<file path="src/rtl/irq_ctl_pkg.sv">
package irq_ctl_pkg;

    localparam int NSRC  = 8;
    localparam int IDX_W = $clog2(NSRC);
    localparam int VEC_W = 8;

    // Source indices, lowest index wins
    localparam int SRC_BUSRST = 0;
    localparam int SRC_T128   = 1;
    localparam int SRC_TMS    = 2;
    localparam int SRC_EP0    = 3;
    localparam int SRC_EP1    = 4;
    localparam int SRC_EP2    = 5;
    localparam int SRC_SINK   = 6;
    localparam int SRC_GPIO   = 7;

    // Timer ticks are rising-edge detected
    localparam logic [NSRC-1:0] EDGE_SRC_DEFAULT = 8'b0000_0110;

    typedef enum logic [1:0] {
        ST_OFF   = 2'd0,
        ST_ARMED = 2'd1,
        ST_REQ   = 2'd2
    } irq_state_e;

    function automatic logic [VEC_W-1:0] vec_of(input logic [IDX_W-1:0] idx);
        return VEC_W'((int'(idx) + 1) * 2);
    endfunction

endpackage

</file>
<file path="src/rtl/irq_enable_regs.sv">
module irq_enable_regs #(
    parameter int              ADDR_W   = 8,
    parameter int              DATA_W   = 8,
    parameter logic [ADDR_W-1:0] GLB_ADDR = 8'h20,
    parameter logic [ADDR_W-1:0] EPT_ADDR = 8'h21
) (
    input  logic                         clk,
    input  logic                         rst_n,
    input  logic [ADDR_W-1:0]            addr,
    input  logic                         wr,
    input  logic [DATA_W-1:0]            wdata,
    output logic [DATA_W-1:0]            rdata,
    output logic [irq_ctl_pkg::NSRC-1:0] en_mask
);
    localparam int GLB_BITS = 5;
    localparam int EPT_BITS = 3;

    logic [GLB_BITS-1:0] glb_q;
    logic [EPT_BITS-1:0] ept_q;

    always_ff @(posedge clk or negedge rst_n) begin
        if (!rst_n) begin
            glb_q <= '0;
            ept_q <= '0;
        end else if (wr) begin
            if (addr == GLB_ADDR) glb_q <= wdata[GLB_BITS-1:0];
            if (addr == EPT_ADDR) ept_q <= wdata[EPT_BITS-1:0];
        end
    end

    // gpio, sink, ep2..ep0, ms tick, 128us tick, bus reset
    assign en_mask = {glb_q[4], glb_q[3], ept_q, glb_q[2:0]};

    always_comb begin
        rdata = '0;
        if (addr == GLB_ADDR) rdata = DATA_W'(glb_q);
        else if (addr == EPT_ADDR) rdata = DATA_W'(ept_q);
    end

endmodule

</file>
<file path="src/rtl/irq_pending.sv">
module irq_pending #(
    parameter int           N        = 8,
    parameter logic [N-1:0] EDGE_SEL = 8'b0000_0110
) (
    input  logic         clk,
    input  logic         rst_n,
    input  logic [N-1:0] src_req,
    input  logic [N-1:0] clr,
    output logic [N-1:0] pend
);
    logic [N-1:0] set_w;

    for (genvar g = 0; g < N; g++) begin : g_src
        if (EDGE_SEL[g]) begin : g_edge
            logic prev_q;
            always_ff @(posedge clk or negedge rst_n) begin
                if (!rst_n) prev_q <= 1'b0;
                else        prev_q <= src_req[g];
            end
            assign set_w[g] = src_req[g] & ~prev_q;
        end else begin : g_level
            assign set_w[g] = src_req[g];
        end

        // a new request beats a clear in the same cycle
        always_ff @(posedge clk or negedge rst_n) begin
            if (!rst_n) pend[g] <= 1'b0;
            else        pend[g] <= (pend[g] & ~clr[g]) | set_w[g];
        end
    end

endmodule

</file>
<file path="src/rtl/irq_prio.sv">
module irq_prio #(
    parameter int N     = 8,
    parameter int IDX_W = 3
) (
    input  logic [N-1:0]     req,
    output logic             found,
    output logic [IDX_W-1:0] idx
);
    always_comb begin
        found = |req;
        idx   = '0;
        for (int i = N - 1; i >= 0; i--) begin
            if (req[i]) idx = IDX_W'(i);
        end
    end

endmodule

</file>
<file path="src/rtl/irq_vector_ctrl.sv">
module irq_vector_ctrl
    import irq_ctl_pkg::*;
#(
    parameter logic [7:0]      GLB_ADDR = 8'h20,
    parameter logic [7:0]      EPT_ADDR = 8'h21,
    parameter logic [NSRC-1:0] EDGE_SEL = EDGE_SRC_DEFAULT
) (
    input  logic             clk,
    input  logic             rst_n,
    input  logic [7:0]       reg_addr,
    input  logic             reg_wr,
    input  logic [7:0]       reg_wdata,
    output logic [7:0]       reg_rdata,
    input  logic [NSRC-1:0]  src_req,
    input  logic             ien_set,
    input  logic             ien_clr,
    output logic             ien_o,
    output logic             irq_req,
    output logic [VEC_W-1:0] irq_vec,
    input  logic             irq_ack
);
    irq_state_e         state_q, state_d;
    logic [IDX_W-1:0]   grant_q;
    logic [NSRC-1:0]    en_mask;
    logic [NSRC-1:0]    pend_w;
    logic [NSRC-1:0]    clr_w;
    logic               cand_found;
    logic [IDX_W-1:0]   cand_idx;
    logic               take_grant;

    irq_enable_regs #(
        .ADDR_W  (8),
        .DATA_W  (8),
        .GLB_ADDR(GLB_ADDR),
        .EPT_ADDR(EPT_ADDR)
    ) u_regs (
        .clk    (clk),
        .rst_n  (rst_n),
        .addr   (reg_addr),
        .wr     (reg_wr),
        .wdata  (reg_wdata),
        .rdata  (reg_rdata),
        .en_mask(en_mask)
    );

    irq_pending #(
        .N       (NSRC),
        .EDGE_SEL(EDGE_SEL)
    ) u_pend (
        .clk    (clk),
        .rst_n  (rst_n),
        .src_req(src_req),
        .clr    (clr_w),
        .pend   (pend_w)
    );

    irq_prio #(
        .N    (NSRC),
        .IDX_W(IDX_W)
    ) u_prio (
        .req  (pend_w & en_mask),
        .found(cand_found),
        .idx  (cand_idx)
    );

    // next state
    always_comb begin
        state_d = state_q;
        unique case (state_q)
            ST_OFF:   if (ien_set && !ien_clr) state_d = ST_ARMED;
            ST_ARMED: if (ien_clr)             state_d = ST_OFF;
                      else if (cand_found)     state_d = ST_REQ;
            ST_REQ:   if (irq_ack)             state_d = ST_OFF;
            default:                           state_d = ST_OFF;
        endcase
    end

    assign take_grant = (state_q == ST_ARMED) && !ien_clr && cand_found;

    // state register and grant latch
    always_ff @(posedge clk or negedge rst_n) begin
        if (!rst_n) begin
            state_q <= ST_OFF;
            grant_q <= '0;
        end else begin
            state_q <= state_d;
            if (take_grant) grant_q <= cand_idx;
        end
    end

    // outputs
    always_comb begin
        ien_o   = 1'b0;
        irq_req = 1'b0;
        irq_vec = '0;
        clr_w   = '0;
        unique case (state_q)
            ST_OFF: ;
            ST_ARMED: ien_o = 1'b1;
            ST_REQ: begin
                ien_o          = 1'b1;
                irq_req        = 1'b1;
                irq_vec        = vec_of(grant_q);
                clr_w[grant_q] = irq_ack;
            end
            default: ;
        endcase
    end

endmodule

</file>
<file path="config.mk">
export PLATFORM = sky130hd
export DESIGN_NAME = irq_vector_ctrl
export DESIGN_NICKNAME = d
export VERILOG_FILES = /design/src/rtl/irq_ctl_pkg.sv /design/src/rtl/irq_enable_regs.sv /design/src/rtl/irq_pending.sv /design/src/rtl/irq_prio.sv /design/src/rtl/irq_vector_ctrl.sv
export SDC_FILE = /design/constraint.sdc
export NUM_CORES = 1
export LEC_CHECK = 0
export BUFFER_PORTS_ARGS = -buffer_cell sky130_fd_sc_hd__buf_4
export CAP_MARGIN = 25
export CELL_PAD_IN_SITES_DETAIL_PLACEMENT = 1
export CELL_PAD_IN_SITES_GLOBAL_PLACEMENT = 2
export CORE_MARGIN = 2
export CORE_UTILIZATION = 27
export CTS_CLUSTER_SIZE = 14
export DETAILED_ROUTE_END_ITERATION = 10
export GPL_TIMING_DRIVEN = 0
export PLACE_DENSITY_LB_ADDON = 0.1
export REMOVE_ABC_BUFFERS = 1
export SLEW_MARGIN = 20
export SYNTH_ARGS = -nofsm -noshare
export SYNTH_HDL_FRONTEND = slang
export SYNTH_HIERARCHICAL = 1
export SYNTH_SLANG_ARGS = --single-unit
export TNS_END_PERCENT = 20
</file>
<file path="constraint.sdc">
create_clock -name clk -period 1.6 [get_ports clk]
set_input_delay 0.32 -clock clk [delete_from_list [all_inputs] [get_ports clk]]
set_output_delay 0.32 -clock clk [all_outputs]
set_load 0.03 [all_outputs]
</file>
### After elaboration in Yosys (flattened, before gate mapping)

Index checks and enable logic that the tools add are counted.

| word-level totals | value |
|---|---|
| register bits after elaboration | 23 |
| latch bits | 0 |
| RAM bits | 0 |
| memory bits (read-only) | 0 |
| bits of input ports | 30 |
| output and inout bits | 18 |
| word-level logic and storage cells | 86 |
| memories kept | 0 |

| cells by class | value |
|---|---|
| add/subtract/negate cells | 1 |
| multiply operators | 0 |
| div/mod/pow operators | 0 |
| magnitude comparators | 2 |
| equal/unequal tests | 7 |
| shift-type cells | 0 |
| mux-type cells | 21 |
| bitwise operators | 30 |
| reduce and logical (&&, ||, !) cells | 11 |

Operator list:

| operator | count |
|---|---|
| 2-to-1 mux 3 bit | 9 |
| bitwise AND 8 bit | 2 |
| equality test 8 x 6 -> 1 bit, second input constant | 2 |
| 2-to-1 mux 8 bit | 2 |
| bitwise AND 1 bit | 10 |
| NOT 1 bit | 10 |
| 2-to-1 mux 2 bit | 4 |
| OR 1 bit | 8 |
| OR reduction 8 bit | 1 |
| one-hot mux 2 bit (3 select lines) | 1 |
| 2-to-1 mux 5 bit | 1 |
| adder 3 x 1 -> 4 bit, second input constant | 1 |
| logical AND 1 bit | 4 |
| < comparator 3 x 4 -> 1 bit, second input constant | 1 |
| != test 2 bit, second input constant | 2 |
| AND reduction 2 bit | 2 |
| demux 1 bit (select 3 bit) | 1 |
| >= comparator 3 x 1 -> 1 bit, second input constant | 1 |
| 2-to-1 mux 1 bit | 3 |
| != test 3 bit, second input constant | 1 |
| AND reduction 3 bit | 1 |
| equality test 2 x 1 -> 1 bit, second input constant | 1 |
| equality test 2 bit, second input constant | 1 |
| zero test 2 bit | 1 |
| other kinds (2) | 2 |

### Depth between registers and ports, before layout

Gate-level depths: netlist of the first run.

| logic depth | value |
|---|---|
| depth in word-level cells | 9 |
| gate-level depth with buffers | 7 |
| gate-level depth less buffers | 7 |

### Modules after synthesis

The synthesis of the first run kept the hierarchy.

By module, submodules not included:

| module | times used | cells an instance | area an instance (sq um) | sequential area each (sq um) |
|---|---|---|---|---|
| irq_vector_ctrl | 1 | 58 | 515.5 | 125.1 |
| irq_enable_regs | 1 | 34 | 436.7 | 200.2 |
| irq_pending | 1 | 28 | 357.8 | 250.2 |
| irq_prio | 1 | 13 | 81.3 | 0.0 |

### Least setup slack after synthesis of the first run

OpenSTA, ideal clock, no wires.

| timing | value |
|---|---|
| path type | input to output |
| start point | input reg_addr[2] |
| end point | output reg_rdata[3] |
| arrival | 1.556 ns |
| data required time | 1.280 ns |
| setup slack | -0.276 ns |
| stages on the path | 3 |
| buffers on the path | 0 |
| cells stage by stage | nor4_4 -> nand2_1 -> nor3b_1 |

| on the way | value |
|---|---|
| word-level cells in the longest chain between the ends | 2 |

Ends and longest elaborated chain:

| element | RTL line | source |
|---|---|---|
| start, declared | irq_vector_ctrl.sv:10 | `input logic [7:0] reg_addr,` |
| equality test 8 x 6 -> 1 bit | irq_enable_regs.sv:36 | `if (addr == GLB_ADDR) rdata = DATA_W'(glb_q);` |
| 2-to-1 mux 8 bit | irq_enable_regs.sv:36 |  |
| end, declared | irq_vector_ctrl.sv:13 | `output logic [7:0] reg_rdata,` |

Every way passes these cells.

### Worst setup path in the final report of the first run

| timing | value |
|---|---|
| start point | register u_regs.glb_q[4] |
| end point | register grant_q[0] |

| on the way | value |
|---|---|
| elaborated cells between the ends (all ways) | 11 |
| those cells by class | 8 x mux; 1 x bitwise; 2 x reduce/logical |

RTL lines:

| element | RTL line | source |
|---|---|---|
| start, declared | irq_enable_regs.sv:18 | `logic [GLB_BITS-1:0] glb_q;` |
| start signal, assigned | irq_enable_regs.sv:26 | `if (addr == GLB_ADDR) glb_q <= wdata[GLB_BITS-1:0];` |
| bitwise AND 8 bit | irq_vector_ctrl.sv:61 | `.req (pend_w & en_mask),` |
| OR reduction 8 bit | irq_prio.sv:10 | `found = \|req;` |
| net cand_found | irq_vector_ctrl.sv:27 | `logic cand_found;` |
| logical AND 1 bit | irq_vector_ctrl.sv:78 | `assign take_grant = (state_q == ST_ARMED) && !ien_clr && cand_found;` |
| end signal, assigned | irq_vector_ctrl.sv:87 | `if (take_grant) grant_q <= cand_idx;` |
| end, declared | irq_vector_ctrl.sv:23 | `logic [IDX_W-1:0] grant_q;` |

The timed path passes the listed nets, and every way through them passes these cells.
A chain may end at the register's enable or synchronous reset.

==> metrics.yaml, run 1 <==
synthesis:
  synth.top_cell.area_share_pct: 41.4
  async_flop_share_pct: 100
  syn_avg_cell_area_sq_um: 10.5
  yosysTopAreaCell: "dfrtp_1"
  synthCells: 133
  ys.flop_type: "dfrtp_1"
  ys_top_cells_by_area: "dfrtp_1, mux2_2, and2_1"
  netlist_area_sq_um: 1390
  ys_seq_area_share_pct: 41.4
  ys_seq_elements: 23
  synth_warnings: 6
  yosysUniqueCellTypes: 39
  synth_enable_flop_cells: 0
sta:
  post-route-period-util_pct: 106
  finalHoldViolations: 0
  fmax_ghz: 0.591
  finalHoldWorstSlack_ns: 0.159
  finalSetupViolations: 9
  fin_worst_skew_ns: 0.00438
  grt_setup_unrepaired: "true"
  period_needed_ns: 1.69
  worst_slack_ns: -0.0906
  drv_slew: 0
grt:
  grt_overflow: 0
  grt_pass1_wl_microns: 5240
  grt_start_max_net_pins: 24
  grt_pass1_vias: 1136
  track_usage_pct: 12.4
  grt_antenna_before_repair: 0
route:
  drt_iter0_markers: 8
  finalWirelength_microns: 3280
  firstDrtPassIters: 2
  drtAntennaViolNets: 0
  vias: 1083
  via_per_inst: 4.33
  post_drt_wl_per_cell_microns: 13.1
  drc: 0
setup_path:
  crit_fanout: 4
  path_class: "reg -> reg"
  cp.arrival_ns: 1.85
  required_ns: 1.76
  crit_path_start_kind: "flip-flop"
  critPathCaptureType: "flip-flop"
pwr:
  vdd_drop_max_uv: 331
  power_density_nw_per_um2: 984
  p_leak_nw: 0.892
die:
  dieArea_sq_um: 5740
  die_w_microns: 75.8
  start_util_pct: 27.6
  core_area_sq_um: 5040
  num_rows: 26
  io_pins: 48
  die_h_microns: 75.8
cts:
  cts-root-buf: "clkbuf_8"
  clkSlewWorstSetupHoldPaths_ns: 0.08
  cts_tree: "yes"
  clk_path_buf_depth: 2
  cts.sink_count: 23
  numCtsBuffers: 3
  insertion_delay_ns: 0.27
  h-tree-depth: 1
run_status:
  outcome: "complete, but fails checks"
  violations: "setup timing"
place:
  gp_congestion: 0.741
  hpwlAfterDp_microns: 2540
  io_buffers: 37
  placed_area_sq_um: 1720
finish:
  design_area_sq_um: 1900
  layout-drive-gt1-share_pct: 46.7
  diodes: 0
  nNetsFinal: 216
  syn_to_final_growth_pct: 36.4
  seq_area_sq_um: 577
  final_core_util_pct: 37.6
  multi_input_area_sq_um: 781
  fillCellCount: 584
hold_path:
  hp-class: "in -> reg"
job:
  maxCapViolCount: 0
[per-stage QoR]
stage	setup slack [ns]	cells	total power [mW]	TNS (ns)
2_1_floorplan	-0.276	130	1.18	-1.43
3_3_place_gp	-0.158	237	1.37	-0.850
3_5_place_dp	-0.239	237	1.39	-1.14
4_1_cts	-0.129	249	1.88	-0.576
5_1_grt	-0.191	250	2.02	-1.36
6_report	-0.0906	250	1.87	-0.460
[report_power, final]
group / total [mW] / internal [mW] / switching [mW]
logic: 0.758 / 0.368 / 0.390
clock network: 0.371 / 0.178 / 0.193
registers: 0.739 / 0.659 / 0.0798
total: 1.87 / 1.21 / 0.662
[layout make-up]
type	count	share of cell area, %
multi-input combinational	94	41.1
sequential	23	30.4
timing repair buffer	46	18.9
tap	70	4.61
inverter	13	2.57
clock buffer	4	2.37
[synth_stat cells, types with 2 or more instances]
cell type	count
ha_1	5
nor2_1	13
o22ai_2	2
a21o_1	6
buf_4	7
nand2b_1	2
nand2_1	4
conb_1	2
and2_1	10
inv_1	13
mux2_2	11
nor2b_1	2
dfrtp_1	23
a21oi_1	2
mux2i_1	3
nand3_1	2
nor3_1	2
nor3b_1	2
nor3b_2	2
[sequential cells by signal, summed over array words and instances (netlist names)]
register,flops
u_pend/pend,8
u_regs/glb_q,5
grant_q,3
u_regs/ept_q,3
state_q,2
u_pend/g_src.g_edge.prev_q,2
[cell usage in the layout, fill, tap and decap left out, types with 2 or more instances in the layout]
cell type	count
ha_1	3
nor3b_1	2
a21oi_1	2
mux2i_1	3
dfrtp_1	22
clkbuf_8	3
inv_2	2
buf_4	42
nor2_1	12
nand2_2	3
inv_1	11
o22ai_2	2
a21o_1	6
conb_1	7
nor2b_1	2
nor3b_2	2
and2_1	6
nor3_1	2
buf_6	3
nor4_4	2
and2_4	4
mux2_2	10
nand2b_1	2
[final timing paths]
| path | from | to | slack (ns) | cells past startpoint |
|---|---|---|---|---|
| max | u_regs/glb_q[4] | grant_q[0] | -0.09 | 5 |
| max reg2reg | u_regs/glb_q[4] | grant_q[0] | -0.09 | 5 |
| min | src_req[1] | u_pend/g_src[1].g_edge.prev_q | 0.16 | 1 |
| min in group asynchronous | rst_n | u_pend/g_src[2].g_edge.prev_q | 0.48 | 2 |
| min reg2reg | u_pend/g_src[2].g_edge.prev_q | u_pend/pend[2] | 0.43 | 1 |
| max in group asynchronous | rst_n | grant_q[1] | 0.87 | 2 |
[kinds of logic after synthesis]
| family | Yosys count | share of synthesized area [%] |
|---|---|---|
| AND/OR/NAND/NOR | 49 | 23.7 |
| flip-flops | 23 | 41.4 |
| buffers and inverters | 21 | 7.64 |
| AO/OA/AOI/OAI | 17 | 9.71 |
| multiplexers | 15 | 11.9 |
| adder cells (fa/ha/maj) | 5 | 4.50 |
| other | 2 | 0.540 |
| XOR/XNOR | 1 | 0.630 |
[worst max-delay path: stages, from the launching register on]
cell      delay (ns)
dfrtp_1         0.40
and2_4          0.16
nor4_4          0.30
nand3_2         0.13
nand3b_1        0.21
mux2_2          0.37
[per-layer routing]
layer	vias to the layer above	routed length [microns]	GRT usage (%)
li1	529	-	-
met1	527	1400	15.4
met2	22	1700	21.2
met3	5	122	1.98
met4	0	55	5.26
met5	-	0	0
[repair_timing]
item / 4_1_cts / 5_1_grt
setup buffers: 7 / 1
endpoints found under the hold margin: 23 / 0
resized for setup: 15 / 6
pin swaps: 9 / 7
setup endpoints to repair: 14 / 17
hold buffers: 1 / 0
Power figures use the tool's default switching activity.
==> inputs of run 2 (changes only) <==
--- a/config.mk
+++ b/config.mk
@@ -10,7 +10,8 @@
 export CELL_PAD_IN_SITES_DETAIL_PLACEMENT = 1
 export CELL_PAD_IN_SITES_GLOBAL_PLACEMENT = 2
 export CORE_MARGIN = 2
-export CORE_UTILIZATION = 27
+export CORE_UTILIZATION = 28
+export CTS_BUF_LIST = sky130_fd_sc_hd__clkbuf_4
 export CTS_CLUSTER_SIZE = 14
 export DETAILED_ROUTE_END_ITERATION = 10
 export GPL_TIMING_DRIVEN = 0
@@ -21,4 +22,4 @@
 export SYNTH_HDL_FRONTEND = slang
 export SYNTH_HIERARCHICAL = 1
 export SYNTH_SLANG_ARGS = --single-unit
-export TNS_END_PERCENT = 20
+export TNS_END_PERCENT = 10
==> run 2 against run 1 <==
Effect of this change:
- the run still ends with setup timing left
- sequential cell count did not move
- sequential power up 2%
- sequential share of layout area up 0.35 points
- critical endpoint is now grant_q[2]
- largest power group is now sequential cells
==> metrics.yaml, run 2 (synthesis results as in run 1) <==
run_status:
  outcome: "complete, but fails checks"
  violations: "setup timing"
die:
  io_pins: 48
  die_h_microns: 74.5
  core_area_sq_um: 4750
  dieArea_sq_um: 5550
  die_w_microns: 74.5
  num_rows: 25
  start_util_pct: 29.3
route:
  finalWirelength_microns: 3230
  post_drt_wl_per_cell_microns: 13.2
  vias: 1079
  firstDrtPassIters: 4
  drc: 0
  via_per_inst: 4.40
  drt_iter0_markers: 18
  drtAntennaViolNets: 0
setup_path:
  reg2reg_depth: 5
  r2r-start: "u_regs/glb_q[3]"
  crit_fanout: 4
  r2r_end: "grant_q[2]"
  cp-endpoint: "grant_q[2]"
  required_ns: 1.82
  critical_path.top_delay_family: "simple AND/OR/NAND/NOR gates"
  path_class: "reg -> reg"
  r2r_setup_slack_ns: -0.11
  critPathCaptureType: "flip-flop"
  max_stage_delay_ns: 0.43
  crit_chain: "and2_4 > nor4_4 > nand3_2 > nand3b_1 > mux2_2"
  crit_path_start_kind: "flip-flop"
  path_buf_inv: 0
  cp.depth: 5
  crit_slowest_cell: "dfrtp_1"
  crit_path_start: "u_regs/glb_q[3]"
  cp.arrival_ns: 1.94
cts:
  clk_path_buf_depth: 2
  cts.sink_count: 23
  h-tree-depth: 1
  cts-root-buf: "clkbuf_4"
  numCtsBuffers: 3
  insertion_delay_ns: 0.32
  clkSlewWorstSetupHoldPaths_ns: 0.14
  cts_tree: "yes"
place:
  gp_congestion: 0.739
  hpwlAfterDp_microns: 2520
  io_buffers: 37
  placed_area_sq_um: 1710
finish:
  regMostFlops: "u_pend/pend"
  syn_to_final_growth_pct: 35.2
  layout_commonest_cell: "buf_4"
  largest_reg_flops: 8
  reg_top3: "u_pend/pend (8), u_regs/glb_q (5)"
  layout.cells.most_common_list: "buf_4, dfrtp_1, nor2_1"
  nNetsFinal: 214
  layout-drive-gt1-share_pct: 45.5
  design_area_sq_um: 1880
  diodes: 0
grt:
  grt_pass1_wl_microns: 4990
  grt_overflow: 0
  grt_start_max_net_pins: 24
  grt_pass1_vias: 1084
  grt_antenna_before_repair: 0
  track_usage_pct: 12.0
sta:
  grt_setup_unrepaired: "true"
  post-route-period-util_pct: 107
  finalHoldViolations: 0
  fmax_ghz: 0.584
  finalHoldWorstSlack_ns: 0.104
  fin_worst_skew_ns: 0.00209
  period_needed_ns: 1.71
  finalSetupViolations: 11
  worst_slack_ns: -0.113
  tns_ns: -0.761
  drv_slew: 0
job:
  maxCapViolCount: 0
pwr:
  vdd_drop_max_uv: 424
  power_density_nw_per_um2: 948
  p_leak_nw: 0.869
hold_path:
  hp-class: "in -> reg"
==> run 2: cell types whose count changed in the layout (fill, tap and decap cells not counted), moves of 3 or more <==
cell	previous run	this run
clkbuf_4	0	3
clkbuf_8	3	0
buf_4	42	37
buf_6	3	6
==> run 2: worst min path at each step <==
stage          depth (start not counted)                             to  startpoint
2_1_floorplan                          0                     grant_q[0]       rst_n
6_report                               1  u_pend/g_src[1].g_edge.prev_q  src_req[1]
3_5_place_dp                           1                 u_pend/pend[2]       rst_n
4_1_cts                                1  u_pend/g_src[2].g_edge.prev_q  src_req[2]
5_1_grt                                1  u_pend/g_src[2].g_edge.prev_q  src_req[2]
3_3_place_gp                           1  u_pend/g_src[1].g_edge.prev_q       rst_n
==> run 2: worst reg2reg max path, delay by kind of cell (launching register included) <==
family	cells	cell delay [ns]
muxes	1	0.36
DFF	1	0.43
and+or+nand+nor	4	0.83
==> run 2: stage by stage <==
step                      std cells  util [%]  worst slack, ns  total power, mW
after floorplan                 130         -           -0.276             1.18
after global placement          234      36.1           -0.144             1.36
after detailed placement        234      36.1           -0.170             1.38
after CTS                       244      39.2           -0.121             1.79
after global routing            245      39.6           -0.193             1.92
final                           245      39.6           -0.113             1.78
==> run 2: report_power, final <==
part	internal (mW)	switching [mW]
registers	0.661	0.0900
clock network	0.0955	0.194
logic	0.363	0.379
==> run 2: what timing repair did <==
action | in CTS | in global routing
resized for setup | 18 | 3
setup buffers | 5 | 1
hold buffers | 1 | 0
endpoints found under the hold margin | 23 | 0
pin swaps | 13 | 4
setup endpoints to repair | 18 | 14
==> run 2: area by class of cell <==
cell class / count / area [sq um]
clock inverters: 1 / 7.51
repair buffers: 44 / 355
inverters: 13 / 48.8
fillers: 565 / 2870
clock buffers: 3 / 22.5
multi-input cells: 94 / 785
well taps: 67 / 83.8
flip-flops and latches: 23 / 578
==> run 2: metal layers <==
layer	track usage [%]	vias to the layer above	share of wire (%)
li1	-	523	-
met1	15.1	532	43
met2	20.7	22	52
met3	3.25	2	3.9
met4	2.38	0	0.71
met5	0	-	0
==> inputs of run 3 (changes only) <==
--- a/config.mk
+++ b/config.mk
@@ -10,7 +10,7 @@
 export CELL_PAD_IN_SITES_DETAIL_PLACEMENT = 1
 export CELL_PAD_IN_SITES_GLOBAL_PLACEMENT = 2
 export CORE_MARGIN = 2
-export CORE_UTILIZATION = 28
+export CORE_UTILIZATION = 31
 export CTS_BUF_LIST = sky130_fd_sc_hd__clkbuf_4
 export CTS_CLUSTER_SIZE = 14
 export DETAILED_ROUTE_END_ITERATION = 10
==> constraint.sdc (replaced) <==
create_clock -name clk -period 1.74 [get_ports clk]
set_input_delay 0.348 -clock clk [delete_from_list [all_inputs] [get_ports clk]]
set_output_delay 0.348 -clock clk [all_outputs]
set_load 0.03 [all_outputs]
==> run 3 against run 2 <==
Effect of this change:
- the flow now finishes without violations
- non-clock buffer count unchanged
- design area down 1.9%
- die area down 9.2%
- worst setup slack better by 0.13 ns
- via count down 0.46%
- core utilization up 3.1 points
- power down 8.0%
- sequential power down 7.9%
- critical path depth down 1
- clock power down 5%
- sequential cell count unchanged
- largest cell class unchanged
- highest routed layer unchanged
==> metrics.yaml, run 3 (synthesis results as in run 1) <==
setup_path:
  required_ns: 1.39
  critPathCaptureType: "primary output"
  r2r_setup_slack_ns: 0.06
  r2r_end: "state_q[0]"
  crit_path_start: "grant_q[1]"
  crit_chain: "ha_4 > xor2_1 > and2_1 > buf_6"
  path_class: "reg -> out"
  r2r-start: "u_pend/pend[5]"
  cp-endpoint: "irq_vec[3]"
  crit_fanout: 2
  max_stage_delay_ns: 0.45
  cp.arrival_ns: 1.38
  crit_slowest_cell: "dfrtp_2"
  reg2reg_depth: 6
  crit_path_start_kind: "flip-flop"
pwr:
  p_seq_share_pct: 42.2
  p_leak_nw: 0.872
  internal_power_mw: 1.04
  power_density_nw_per_um2: 889
  p_total_mw: 1.64
  p_comb_share_pct: 41.1
  p_sw_mw: 0.597
  swShare_pct: 36.4
  vdd_drop_max_uv: 371
  clock_power_share_pct: 16.7
sta:
  tns_ns: 0
  worst_slack_ns: 0.0121
  finalSetupViolations: 0
  post-route-period-util_pct: 99.3
  grt_setup_unrepaired: "true"
  period_needed_ns: 1.73
  finalHoldViolations: 0
  drv_slew: 0
  fmax_ghz: 0.579
  fin_worst_skew_ns: 0.00638
run_status:
  outcome: "completed"
finish:
  largest_reg_flops: 8
  nNetsFinal: 214
  stdcell_count: 230
  regMostFlops: "u_pend/pend"
  layout.cells.most_common_list: "buf_4, dfrtp_1, nor2_1"
  fillCellCount: 501
  diodes: 0
  syn_to_final_growth_pct: 32.6
  seq_area_sq_um: 578
  layout_commonest_cell: "buf_4"
  reg_top3: "u_pend/pend (8), u_regs/glb_q (5)"
  design_area_sq_um: 1850
  multi_input_area_sq_um: 783
  layout-drive-gt1-share_pct: 44.9
job:
  maxCapViolCount: 0
grt:
  grt_start_max_net_pins: 24
  grt_antenna_before_repair: 0
  grt_pass1_vias: 1133
  grt_overflow: 0
  track_usage_pct: 12.9
  grt_pass1_wl_microns: 5080
place:
  dp.cells: 219
  hpwlAfterDp_microns: 2450
  io_buffers: 37
  gp_congestion: 0.718
  place_ws_ns: -0.0432
  placed_area_sq_um: 1700
route:
  drt_iter0_markers: 23
  post_drt_wl_per_cell_microns: 13.7
  drtAntennaViolNets: 0
  firstDrtPassIters: 4
  finalWirelength_microns: 3140
  via_per_inst: 4.67
  drc: 0
  vias: 1074
hold_path:
  hold_depth: 1
  hp-class: "in -> reg"
die:
  die_w_microns: 71.0
  num_rows: 24
  start_util_pct: 32.2
  dieArea_sq_um: 5040
  io_pins: 48
  die_h_microns: 71.0
  core_area_sq_um: 4320
cts:
  cts_tree: "yes"
  h-tree-depth: 1
  cts-root-buf: "clkbuf_4"
  insertion_delay_ns: 0.32
  numCtsBuffers: 3
  cts.sink_count: 23
  clkSlewWorstSetupHoldPaths_ns: 0.13
  clk_path_buf_depth: 2
run 3: changes by cell type in the layout (fill, tap and decap cells not counted), sizes merged:
cell / previous run / this run
clkbuf: 3 / 4
clkinvlp: 1 / 0
run 3: stage by stage:
step,hold WS [ns],utilization (%)
global placement,0.261,39.2
detailed placement,0.269,39.2
finish,0.139,42.7
CTS,0.129,41.7
floorplan,0.0524,-
global route,0.114,42.7
run 3: metal layers:
metal	vias to the layer above	wire length [microns]	global-route usage [%]
met1	529	1360	15.6
li1	521	-	-
met3	4	116	2.56
met5	-	0	0
met4	0	36	4.40
met2	20	1620	22.6
run 3: critical path: cells and delay by family, from the launching register on:
kind / cells / cell delay (ns)
DFF: 1 / 0.45
and+or+nand+nor: 1 / 0.18
adders and majority gates: 1 / 0.16
xor gates and xnor gates: 1 / 0.15
buffers and inverters: 1 / 0.13
run 3: cell type report:
type | count | share of cell area (%)
multi-input cells | 94 | 42.4
flip-flops and latches | 23 | 31.3
clock buffers | 4 | 1.63
inverters | 13 | 2.64
well taps | 52 | 3.53
repair buffers | 44 | 18.4
run 3: worst min path at each step:
stage,from,end
2_1_floorplan,rst_n,grant_q[0]
3_3_place_gp,rst_n,state_q[0]
3_5_place_dp,rst_n,state_q[0]
4_1_cts,src_req[2],u_pend/g_src[2].g_edge.prev_q
5_1_grt,src_req[2],u_pend/g_src[2].g_edge.prev_q
6_report,src_req[2],u_pend/g_src[2].g_edge.prev_q
run 3: timing repair:
action / 4_1_cts / 5_1_grt
hold endpoints to repair: 23 / 0
hold buffers: 1 / 0
gates cloned: 0 / 0
setup buffers: 4 / 2
gates resized for setup: 10 / 7
setup endpoints to repair: 10 / 10
pin swaps: 5 / 5
run 3: power by group through the flow:
stage	sequential, mW	combinational [mW]	clock [mW]
final	0.692	0.674	0.274
after global routing	0.703	0.749	0.311
after CTS	0.680	0.654	0.286
after detailed placement	0.701	0.575	0
after global placement	0.697	0.553	0
after floorplan	0.672	0.412	0
